$ cat config.mk
export PLATFORM = sky130hd
export DESIGN_NAME = dma_job_regs
export DESIGN_NICKNAME = d
export VERILOG_FILES = /design/src/rtl/dma_job_pkg.sv /design/src/rtl/dma_lane_swap.sv /design/src/rtl/dma_job_seq.sv /design/src/rtl/dma_job_regs.sv
export SDC_FILE = /design/constraint.sdc
export NUM_CORES = 1
export LEC_CHECK = 0
export ABC_AREA = 1
export BUFFER_PORTS_ARGS = -buffer_cell sky130_fd_sc_hd__buf_2
export CAP_MARGIN = 20
export CELL_PAD_IN_SITES_DETAIL_PLACEMENT = 0
export CELL_PAD_IN_SITES_GLOBAL_PLACEMENT = 1
export CORE_MARGIN = 5
export CORE_UTILIZATION = 36
export CTS_CLUSTER_DIAMETER = 80
export DETAILED_ROUTE_END_ITERATION = 8
export PLACE_DENSITY_LB_ADDON = 0.1
export SLEW_MARGIN = 5
export SYNTH_ARGS = -nofsm -noshare
export SYNTH_HDL_FRONTEND = slang
export SYNTH_SLANG_ARGS = --single-unit
$ cat constraint.sdc
create_clock -name clk_i -period 2.1 [get_ports clk_i]
set_clock_uncertainty 0.1 [all_clocks]
set_input_delay 0.315 -clock clk_i [delete_from_list [all_inputs] [get_ports clk_i]]
set_output_delay 0.315 -clock clk_i [all_outputs]
set_load 0.01 [all_outputs]
$ cat src/rtl/dma_job_pkg.sv
package dma_job_pkg;
   localparam int WORD_W     = 32;
   localparam int DESC_WORDS = 7;

   typedef enum logic [2:0] {
      JS_IDLE  = 3'd0,
      JS_DONE  = 3'd1,
      JS_BUSY  = 3'd2,
      JS_ERROR = 3'd3,
      JS_ABORT = 3'd4
   } job_status_e;

   // word indices (byte offset / 4)
   localparam int RI_CTRL = 0;
   localparam int RI_STAT = 1;
   localparam int RI_ICLR = 2;
   localparam int RI_HLO  = 3;
   localparam int RI_HHI  = 4;
   localparam int RI_CNT  = 5;
   localparam int RI_NLO  = 6;
   localparam int RI_NHI  = 7;
   localparam int RI_ATTR = 8;
   localparam int RI_CARR = 9;
endpackage

$ cat src/rtl/dma_lane_swap.sv
module dma_lane_swap #(
   parameter int W = 32
) (
   input  logic [1:0]   mode_i,
   input  logic [W-1:0] din_i,
   output logic [W-1:0] dout_o
);
   localparam int NB = W / 8;
   localparam int NH = W / 16;

   if (W % 16 != 0) begin : g_bad_width
      $error("dma_lane_swap: W must be a multiple of 16");
   end

   logic [W-1:0] rev_bytes, rev_halves, in_half;

   for (genvar b = 0; b < NB; b++) begin : g_byte
      assign rev_bytes[8*b +: 8] = din_i[8*(NB-1-b) +: 8];
   end

   for (genvar h = 0; h < NH; h++) begin : g_half
      assign rev_halves[16*h +: 16] = din_i[16*(NH-1-h) +: 16];
      assign in_half[16*h +: 16]    = {din_i[16*h +: 8], din_i[16*h+8 +: 8]};
   end

   always_comb begin
      unique case (mode_i)
         2'd0:    dout_o = din_i;
         2'd1:    dout_o = rev_bytes;
         2'd2:    dout_o = rev_halves;
         default: dout_o = in_half;
      endcase
   end
endmodule

$ cat src/rtl/dma_job_seq.sv
module dma_job_seq
   import dma_job_pkg::*;
#(
   parameter int NWORDS = DESC_WORDS,
   localparam int IW    = $clog2(NWORDS)
) (
   input  logic          clk_i,
   input  logic          rst_ni,
   input  logic          go_i,
   input  logic          halt_i,
   input  logic          irq_clr_i,
   input  logic          seg_done_i,
   input  logic          seg_error_i,
   input  logic          desc_valid_i,
   input  logic          chain_i,
   input  logic          dir_i,
   input  logic          desc_dir_i,
   output job_status_e   status_o,
   output logic          busy_o,
   output logic          fetch_o,
   output logic [IW-1:0] word_idx_o,
   output logic          irq_o,
   output logic          start_h2c_o,
   output logic          start_c2h_o,
   output logic          abort_o,
   output logic          fetch_next_o
);
   if (NWORDS < 2) begin : g_bad_words
      $error("dma_job_seq: NWORDS must be at least 2");
   end

   typedef enum logic [1:0] {S_IDLE, S_RUN, S_FETCH} seq_e;
   seq_e state;

   always_ff @(posedge clk_i) begin
      if (!rst_ni) begin
         state        <= S_IDLE;
         status_o     <= JS_IDLE;
         word_idx_o   <= '0;
         irq_o        <= 1'b0;
         start_h2c_o  <= 1'b0;
         start_c2h_o  <= 1'b0;
         abort_o      <= 1'b0;
         fetch_next_o <= 1'b0;
      end else begin
         start_h2c_o  <= 1'b0;
         start_c2h_o  <= 1'b0;
         abort_o      <= 1'b0;
         fetch_next_o <= 1'b0;
         if (irq_clr_i) irq_o <= 1'b0;
         unique case (state)
            S_IDLE: if (go_i) begin
               state       <= S_RUN;
               status_o    <= JS_BUSY;
               start_h2c_o <= dir_i;
               start_c2h_o <= !dir_i;
            end
            default: begin
               if (halt_i) begin
                  state    <= S_IDLE;
                  status_o <= JS_ABORT;
                  abort_o  <= 1'b1;
               end else if (seg_error_i) begin
                  state    <= S_IDLE;
                  status_o <= JS_ERROR;
                  irq_o    <= 1'b1;
               end else if (state == S_RUN) begin
                  if (seg_done_i) begin
                     if (chain_i) begin
                        state        <= S_FETCH;
                        word_idx_o   <= '0;
                        fetch_next_o <= 1'b1;
                     end else begin
                        state    <= S_IDLE;
                        status_o <= JS_DONE;
                        irq_o    <= 1'b1;
                     end
                  end
               end else if (desc_valid_i) begin
                  if (word_idx_o == IW'(NWORDS-1)) begin
                     state       <= S_RUN;
                     start_h2c_o <= desc_dir_i;
                     start_c2h_o <= !desc_dir_i;
                  end else begin
                     word_idx_o <= word_idx_o + 1'b1;
                  end
               end
            end
         endcase
      end
   end

   assign busy_o  = (state != S_IDLE);
   assign fetch_o = (state == S_FETCH);
endmodule

$ cat src/rtl/dma_job_regs.sv
module dma_job_regs
   import dma_job_pkg::*;
#(
   parameter int ADDR_W = 6
) (
   input  logic              clk_i,
   input  logic              rst_ni,
   input  logic              cyc_i,
   input  logic              stb_i,
   input  logic              we_i,
   input  logic [ADDR_W-1:0] adr_i,
   input  logic [WORD_W-1:0] dat_i,
   output logic [WORD_W-1:0] dat_o,
   output logic              ack_o,
   output logic              stall_o,
   output logic [WORD_W-1:0] carrier_addr_o,
   output logic [WORD_W-1:0] host_lo_o,
   output logic [WORD_W-1:0] host_hi_o,
   output logic [WORD_W-1:0] byte_count_o,
   output logic [WORD_W-1:0] next_lo_o,
   output logic [WORD_W-1:0] next_hi_o,
   output logic              direction_o,
   output logic [1:0]        swap_mode_o,
   output logic              start_h2c_o,
   output logic              start_c2h_o,
   output logic              abort_o,
   output logic              fetch_next_o,
   input  logic              desc_valid_i,
   input  logic [WORD_W-1:0] desc_word_i,
   input  logic              seg_done_i,
   input  logic              seg_error_i,
   input  logic [WORD_W-1:0] swap_din_i,
   output logic [WORD_W-1:0] swap_dout_o,
   output logic              irq_o
);
   localparam int IDX_W = ADDR_W - 2;
   localparam int DW_W  = $clog2(DESC_WORDS);

   if (ADDR_W < 6) begin : g_bad_addr
      $error("dma_job_regs: ADDR_W must be at least 6");
   end

   logic [WORD_W-1:0] attr_q;
   logic [IDX_W-1:0]  widx;
   logic              req, wr, busy, fetching;
   logic [DW_W-1:0]   didx;
   job_status_e       job_status;

   assign req   = cyc_i && stb_i;
   assign wr    = req && we_i;
   assign widx  = adr_i[ADDR_W-1:2];

   logic go, halt, iclr;
   assign go   = wr && (widx == IDX_W'(RI_CTRL)) && dat_i[0] && !busy;
   assign halt = wr && (widx == IDX_W'(RI_CTRL)) && dat_i[1] && busy;
   assign iclr = wr && (widx == IDX_W'(RI_ICLR)) && dat_i[0];

   dma_job_seq #(.NWORDS(DESC_WORDS)) u_seq (
      .clk_i       (clk_i),
      .rst_ni      (rst_ni),
      .go_i        (go),
      .halt_i      (halt),
      .irq_clr_i   (iclr),
      .seg_done_i  (seg_done_i),
      .seg_error_i (seg_error_i),
      .desc_valid_i(desc_valid_i),
      .chain_i     (attr_q[1]),
      .dir_i       (attr_q[0]),
      .desc_dir_i  (desc_word_i[0]),
      .status_o    (job_status),
      .busy_o      (busy),
      .fetch_o     (fetching),
      .word_idx_o  (didx),
      .irq_o       (irq_o),
      .start_h2c_o (start_h2c_o),
      .start_c2h_o (start_c2h_o),
      .abort_o     (abort_o),
      .fetch_next_o(fetch_next_o)
   );

   // job registers: bus writes while idle, descriptor loads while fetching
   always_ff @(posedge clk_i) begin
      if (!rst_ni) begin
         carrier_addr_o <= '0;
         host_lo_o      <= '0;
         host_hi_o      <= '0;
         byte_count_o   <= '0;
         next_lo_o      <= '0;
         next_hi_o      <= '0;
         attr_q         <= '0;
         swap_mode_o    <= 2'd0;
      end else if (fetching) begin
         if (desc_valid_i) begin
            unique case (didx)
               DW_W'(0): carrier_addr_o <= desc_word_i;
               DW_W'(1): host_lo_o      <= desc_word_i;
               DW_W'(2): host_hi_o      <= desc_word_i;
               DW_W'(3): byte_count_o   <= desc_word_i;
               DW_W'(4): next_lo_o      <= desc_word_i;
               DW_W'(5): next_hi_o      <= desc_word_i;
               default:  attr_q         <= desc_word_i;
            endcase
         end
      end else if (wr && !busy) begin
         unique case (widx)
            IDX_W'(RI_CTRL): if (dat_i[0]) swap_mode_o <= dat_i[3:2];
            IDX_W'(RI_HLO):  host_lo_o      <= dat_i;
            IDX_W'(RI_HHI):  host_hi_o      <= dat_i;
            IDX_W'(RI_CNT):  byte_count_o   <= dat_i;
            IDX_W'(RI_NLO):  next_lo_o      <= dat_i;
            IDX_W'(RI_NHI):  next_hi_o      <= dat_i;
            IDX_W'(RI_ATTR): attr_q         <= dat_i;
            IDX_W'(RI_CARR): carrier_addr_o <= dat_i;
            default: ;
         endcase
      end
   end

   logic [WORD_W-1:0] rd_mux;
   always_comb begin
      unique case (widx)
         IDX_W'(RI_CTRL): rd_mux = {{(WORD_W-4){1'b0}}, swap_mode_o, 2'b00};
         IDX_W'(RI_STAT): rd_mux = {{(WORD_W-3){1'b0}}, job_status};
         IDX_W'(RI_ICLR): rd_mux = {{(WORD_W-1){1'b0}}, irq_o};
         IDX_W'(RI_HLO):  rd_mux = host_lo_o;
         IDX_W'(RI_HHI):  rd_mux = host_hi_o;
         IDX_W'(RI_CNT):  rd_mux = byte_count_o;
         IDX_W'(RI_NLO):  rd_mux = next_lo_o;
         IDX_W'(RI_NHI):  rd_mux = next_hi_o;
         IDX_W'(RI_ATTR): rd_mux = attr_q;
         IDX_W'(RI_CARR): rd_mux = carrier_addr_o;
         default:         rd_mux = '0;
      endcase
   end

   always_ff @(posedge clk_i) begin
      if (!rst_ni) begin
         ack_o <= 1'b0;
         dat_o <= '0;
      end else begin
         ack_o <= req;
         if (req && !we_i) dat_o <= rd_mux;
      end
   end

   assign stall_o     = 1'b0;
   assign direction_o = attr_q[0];

   dma_lane_swap #(.W(WORD_W)) u_swap (
      .mode_i(swap_mode_o),
      .din_i (swap_din_i),
      .dout_o(swap_dout_o)
   );
endmodule

[Word level (Yosys, flattened, before mapping)]
Cells that the tools add are included.
Operators by class
  multiplexer cells: 81
  $add $sub $neg: 1
  eq/ne operators: 33
  reduce and logical (&&, ||, !) cells: 47
  bitwise operators: 7
Operators by type and width (number)
  $mux W32: 35
  $pmux W32 S10: 1
  $pmux W32 S3: 1
  $reduce_and A4 Y1: 10
  $mux W3: 12
  $mux W1: 23
  $reduce_bool A2 Y1: 10
  $mux W2: 9
  $eq A4 B3 Y1 const B: 4
  $ne A2 B1 Y1 const B: 7
  $reduce_or A6 Y1: 2
  $logic_and A1 B1 Y1: 11
  $ne A2 B2 Y1 const B: 5
  $reduce_bool A5 Y1: 2
  $eq A3 B3 Y1 const B: 3
  $eq A4 B2 Y1 const B: 2
  $eq A4 B4 Y1 const B: 2
  $reduce_bool A4 Y1: 2
  $not A1 Y1: 7
  $reduce_and A7 Y1: 1
  $eq A3 B2 Y1 const B: 2
  $ne A5 B5 Y1 const B: 1
  $eq A2 B1 Y1 const B: 2
  $eq A2 B2 Y1 const B: 2
  9 further kinds: 13
Word-level totals
  word-level logic and storage cells: 187
  register bits: 272

[Logic depth before layout (Yosys ltp)]
  depth after elaboration: 11
  gate-level depth with buffers: 10
  depth with buffers taken out: 9

[By module]
A second synthesis with hierarchy kept.
Second synthesis, totals
  cell total of the unflattened synthesis: 2038
  area total of the unflattened synthesis: 13181.4 um2
Modules (own cells, without submodules)
  dma_job_regs: cells an instance 1751, times used 1, area each 11459.7 um2, sequential area each 5185.0 um2
  dma_lane_swap: cells an instance 186, times used 1, area each 1034.7 um2, sequential area each 0.0 um2
  dma_job_seq: cells an instance 101, times used 1, area each 686.9 um2, sequential area each 260.2 um2

[Least setup slack after synthesis]
OpenSTA, ideal clock, no wires.
  path kind: flip-flop to flip-flop
  from: register u_seq.word_idx_o[0]
  to: register byte_count_o[14]
  required time: 1.884 ns
  path slack: 0.352 ns
  stages on the path, launching flop included: 9
  data arrival time: 1.532 ns
  buffers on the path: 1
  cell sequence: dfxtp_1 > ha_1 > ha_1 > or2_2 > nand3_1 > clkinv_1 > buf_4 > nor2_1 > nor2_1
On the way
  cells in the longest elaborated chain, start to end: 3
Ends and longest elaborated chain
  start: declaration: RTL line dma_job_seq.sv:21  | output logic [IW-1:0] word_idx_o,
  start signal: assignment: RTL line dma_job_seq.sv:85  | word_idx_o <= word_idx_o + 1'b1;
  $eq A3 B2 Y1: RTL line dma_job_regs.sv:94  | unique case (didx)
  $ne A2 B1 Y1 (no source line)
  $reduce_and A4 Y1 (no source line)
  end signal: assignment: RTL line dma_job_regs.sv:98  | DW_W'(3): byte_count_o <= desc_word_i;
  end signal: assignment: RTL line dma_job_regs.sv:109  | IDX_W'(RI_CNT): byte_count_o <= dat_i;
  end: declaration: RTL line dma_job_regs.sv:19  | output logic [WORD_W-1:0] byte_count_o,
No other way between the ends.
A chain may end at the register's enable or synchronous reset.

[Worst setup path after layout]
  from: register swap_mode_o[1]
  to: output port swap_dout_o[10]
On the way
  cells in the longest elaborated chain, start to end: 2
Ends and longest elaborated chain
  start: declaration: RTL line dma_job_regs.sv:23  | output logic [1:0] swap_mode_o,
  start signal: assignment: RTL line dma_job_regs.sv:106  | IDX_W'(RI_CTRL): if (dat_i[0]) swap_mode_o <= dat_i[3:2];
  $eq A2 B2 Y1 (tied with other cells): RTL line dma_lane_swap.sv:27  | unique case (mode_i)
  $pmux W32 S3 (*): RTL line dma_lane_swap.sv:27
  end: declaration: RTL line dma_job_regs.sv:33  | output logic [WORD_W-1:0] swap_dout_o,
Every way passes the cells marked *; elsewhere a longest branch is shown, timed or not.

==> flow_summary.ini <==
[outcome]
status = finished, violations left
violations = setup timing

[pwr]
cellLeakagePower_nw = 7.33
p_total_mw = 15.0
p_comb_share_pct = 26.1
p_sw_mw = 5.13
p_per_area_mw_per_mm2 = 902
p_sw_share_pct = 34.1
peakVddDrop_v = 0.000700
internal_power_mw = 9.90
p_seq_share_pct = 39.1
clockPowerShare_pct = 34.9

[timing]
hold_viol_final = 0
slew_headroom_pct = 37.4
min_period_ps = 2230
setup_tns_ps = -1970
rsz0062_at_grt = yes
tightest_slew_ps = 938
finalSetupViolations = 31
max_freq_mhz = 448
worst_slack_ps = -133
slew_violations = 0
fin_crit_sh_pct = 106

[yosys]
syn_nets = 2017
synthDistinctLibCells = 27
yosys.area_share.xor_xnor_pct = 0
syn_area_mm2 = 0.0127
synthCells = 1902
ys_seq_elements = 272
synth-warning-count = 0
syn-mean-instance-area_um2 = 6.67
synth-compound-area-share_pct = 24.4
ys_seq_area_share_pct = 42.9
synth_mux_area_share_pct = 0
synth-simple-area-share_pct = 21.4
synth_top_family_by_area = compound AO/OA/AOI/OAI gates
yosys.area_share.adder_pct = 0.493

[clock_tree]
clk_pin_slew_ps = 60
htree_levels = 1
tritoncts = built
cts_num_sinks = 272
clkLatencyLatePin_ps = 580
root_buffer = clkbuf_16
cts.path.max_buffers = 3
cts-buffers-inserted = 31

[critical_path]
critPathMaxFanout = 5
cp_data_arrival_time_ps = 1820
cp_data_required_time_ps = 1680
reg2reg_slack_ps = 160
reg2reg_from = u_seq.word_idx_o[0]
cp-end-kind = primary output
critPathKind = reg -> out
rr_endpoint = byte_count_o[28]
worstSetupStartpointType = register
r2r_cells = 8

[routing]
wl_mm = 53.8
vias = 13906
drt-wirelength-per-cell_um = 19.5
drc_errors = 0
drt_first_pass_iters = 5
postRouteAntennaNets = 0
drt_iter0_markers = 1051
vias_per_cell = 5.05

[floorplanning]
core.rowCount = 68
die_w_um = 198
pin_count = 376
fp.coreArea_mm2 = 0.0347
dieArea_mm2 = 0.0391
die_y_um = 198
start_util_pct = 36.6

[placed_design]
place_inst = 2687
dp_hpwl_mm = 37.3
pre_cts_ws_ps = 58.9
port-buffer-count = 372
place_congestion = 0.834

[global_routing]
antenna_found_initial = 1
grt_pass1_vias = 13093
grt.total_usage_pct = 26.1
grt_overflow_total = 0
grt_max_degree = 139
grt_pass1_wl_mm = 79.8

[layout]
post-route-util_pct = 48.0
fill_cells = 3659
antenna_cells = 0
multi_input_area_mm2 = 0.00607
final_common_cell = buf_2
layout.cells.most_common_list = buf_2, nand2_1, o21ai_0, dfxtp_1, nor2_1
fin_nets = 2393
syn_to_final_growth_pct = 31.4
instances_no_fill = 2752
sequential_cell_area_mm2 = 0.00545
drive_gt1_share_pct = 24.2

[hold_path]
min_path_type = in -> reg
min_to = u_seq.fetch_next_o
whs_path_depth = 3
hp-start = seg_done_i

[flow_run]
maxCapViolations = 0
[worst max-delay path by stage]
stage,from,to,cells after the start
2_1_floorplan,u_seq.word_idx_o[0],byte_count_o[14],8
3_3_place_gp,u_seq.word_idx_o[0],attr_q[16],9
3_5_place_dp,u_seq.word_idx_o[0],attr_q[13],9
4_1_cts,swap_mode_o[1],swap_dout_o[9],7
5_1_grt,swap_mode_o[1],swap_dout_o[15],7
6_report,swap_mode_o[1],swap_dout_o[10],6
[power groups by stage]
stage               clock, mW  combinational [mW]  sequential [mW]
finish                   5.24                3.92             5.87
global route             5.56                4.33             5.92
floorplan                   0                1.95             6.08
global placement            0                3.86             5.98
CTS                      5.35                3.92             5.87
detailed placement          0                3.88             5.99
[metal layers]
| metal | global-route usage (%) | routed length, um |
|---|---|---|
| met1 | 36.1 | 23900 |
| met2 | 42.6 | 24900 |
| met3 | 4.71 | 3620 |
| met4 | 6.12 | 1320 |
| met5 | 0 | 0 |
[metrics by stage]
stage                     hold WS, ps  area, um^2
final                            25.4       16700
after global routing             48.1       16700
after detailed placement          349       15400
after global placement            347       15400
after CTS                        6.19       16600
after floorplan                   353       12700
[synthesized netlist by cell type]
cell | n | area [um^2]
nand2_1 | 355 | 1330
o21ai_0 | 342 | 1710
dfxtp_1 | 272 | 5450
nor2_1 | 246 | 923
a21oi_1 | 220 | 1100
inv_1 | 219 | 822
clkbuf_1 | 89 | 334
nand3_1 | 61 | 305
buf_2 | 20 | 100
o2111ai_1 | 15 | 131
o22ai_1 | 12 | 75.1
nand4_1 | 7 | 43.8
a221oi_1 | 5 | 43.8
buf_4 | 5 | 37.5
ha_1 | 5 | 62.6
nand3_2 | 5 | 50.1
buf_6 | 4 | 45.0
inv_2 | 4 | 15.0
nor2_2 | 3 | 18.8
o21ai_1 | 3 | 15.0
clkinv_1 | 2 | 7.51
nor2_4 | 2 | 22.5
or2_2 | 2 | 12.5
conb_1 | 1 | 3.75
nand2_2 | 1 | 6.26
nor3b_1 | 1 | 7.51
o22ai_4 | 1 | 20.0
[sequential cells by signal, summed over array words and instances (netlist names)]
register / flops
swap_mode_o: 2
u_seq.start_c2h_o: 1
attr_q: 32
u_seq.word_idx_o: 3
u_seq.irq_o: 1
next_hi_o: 32
ack_o: 1
byte_count_o: 32
dat_o: 32
u_seq.state: 2
host_lo_o: 32
host_hi_o: 32
u_seq.start_h2c_o: 1
carrier_addr_o: 32
u_seq.status_o: 3
u_seq.abort_o: 1
next_lo_o: 32
u_seq.fetch_next_o: 1
[cell families (layout without fill, tap and decap cells)]
kind of cell / Yosys count / count (layout)
DFF: 272 / 272
buffers and inverters: 343 / 738
and+or+nand+nor: 683 / 683
AOI/OAI and AO/OA: 598 / 598
adders and majority gates: 5 / 5
other: 1 / 1
[layout make-up]
| class | count | share of cell area [%] |
|---|---|---|
| Clock buffer | 47 | 5.43 |
| Clock inverter | 5 | 0.390 |
| Inverter | 225 | 5.18 |
| Multi-Input combinational cell | 1287 | 36.4 |
| Sequential cell | 272 | 32.7 |
| Tap cell | 455 | 3.41 |
| Timing Repair Buffer | 460 | 16.4 |
| Timing Repair inverter | 1 | 0.0375 |
[repair_timing]
item                                    CTS  global route
pin swaps                                 2             2
setup buffers                             4             0
resized for setup                        40            26
hold buffers                              6             0
endpoints found under the setup margin   32            78
endpoints found under the hold margin     6             0
cloned                                    3             0
[worst max-delay path: stages (launching register included)]
cell and delay [ps]:
dfxtp_4 380, inv_6 50, nand2_8 100, clkinvlp_4 150
a221oi_1 270, o21ai_1 140, buf_2 160
(Power assumes the default switching activity.)
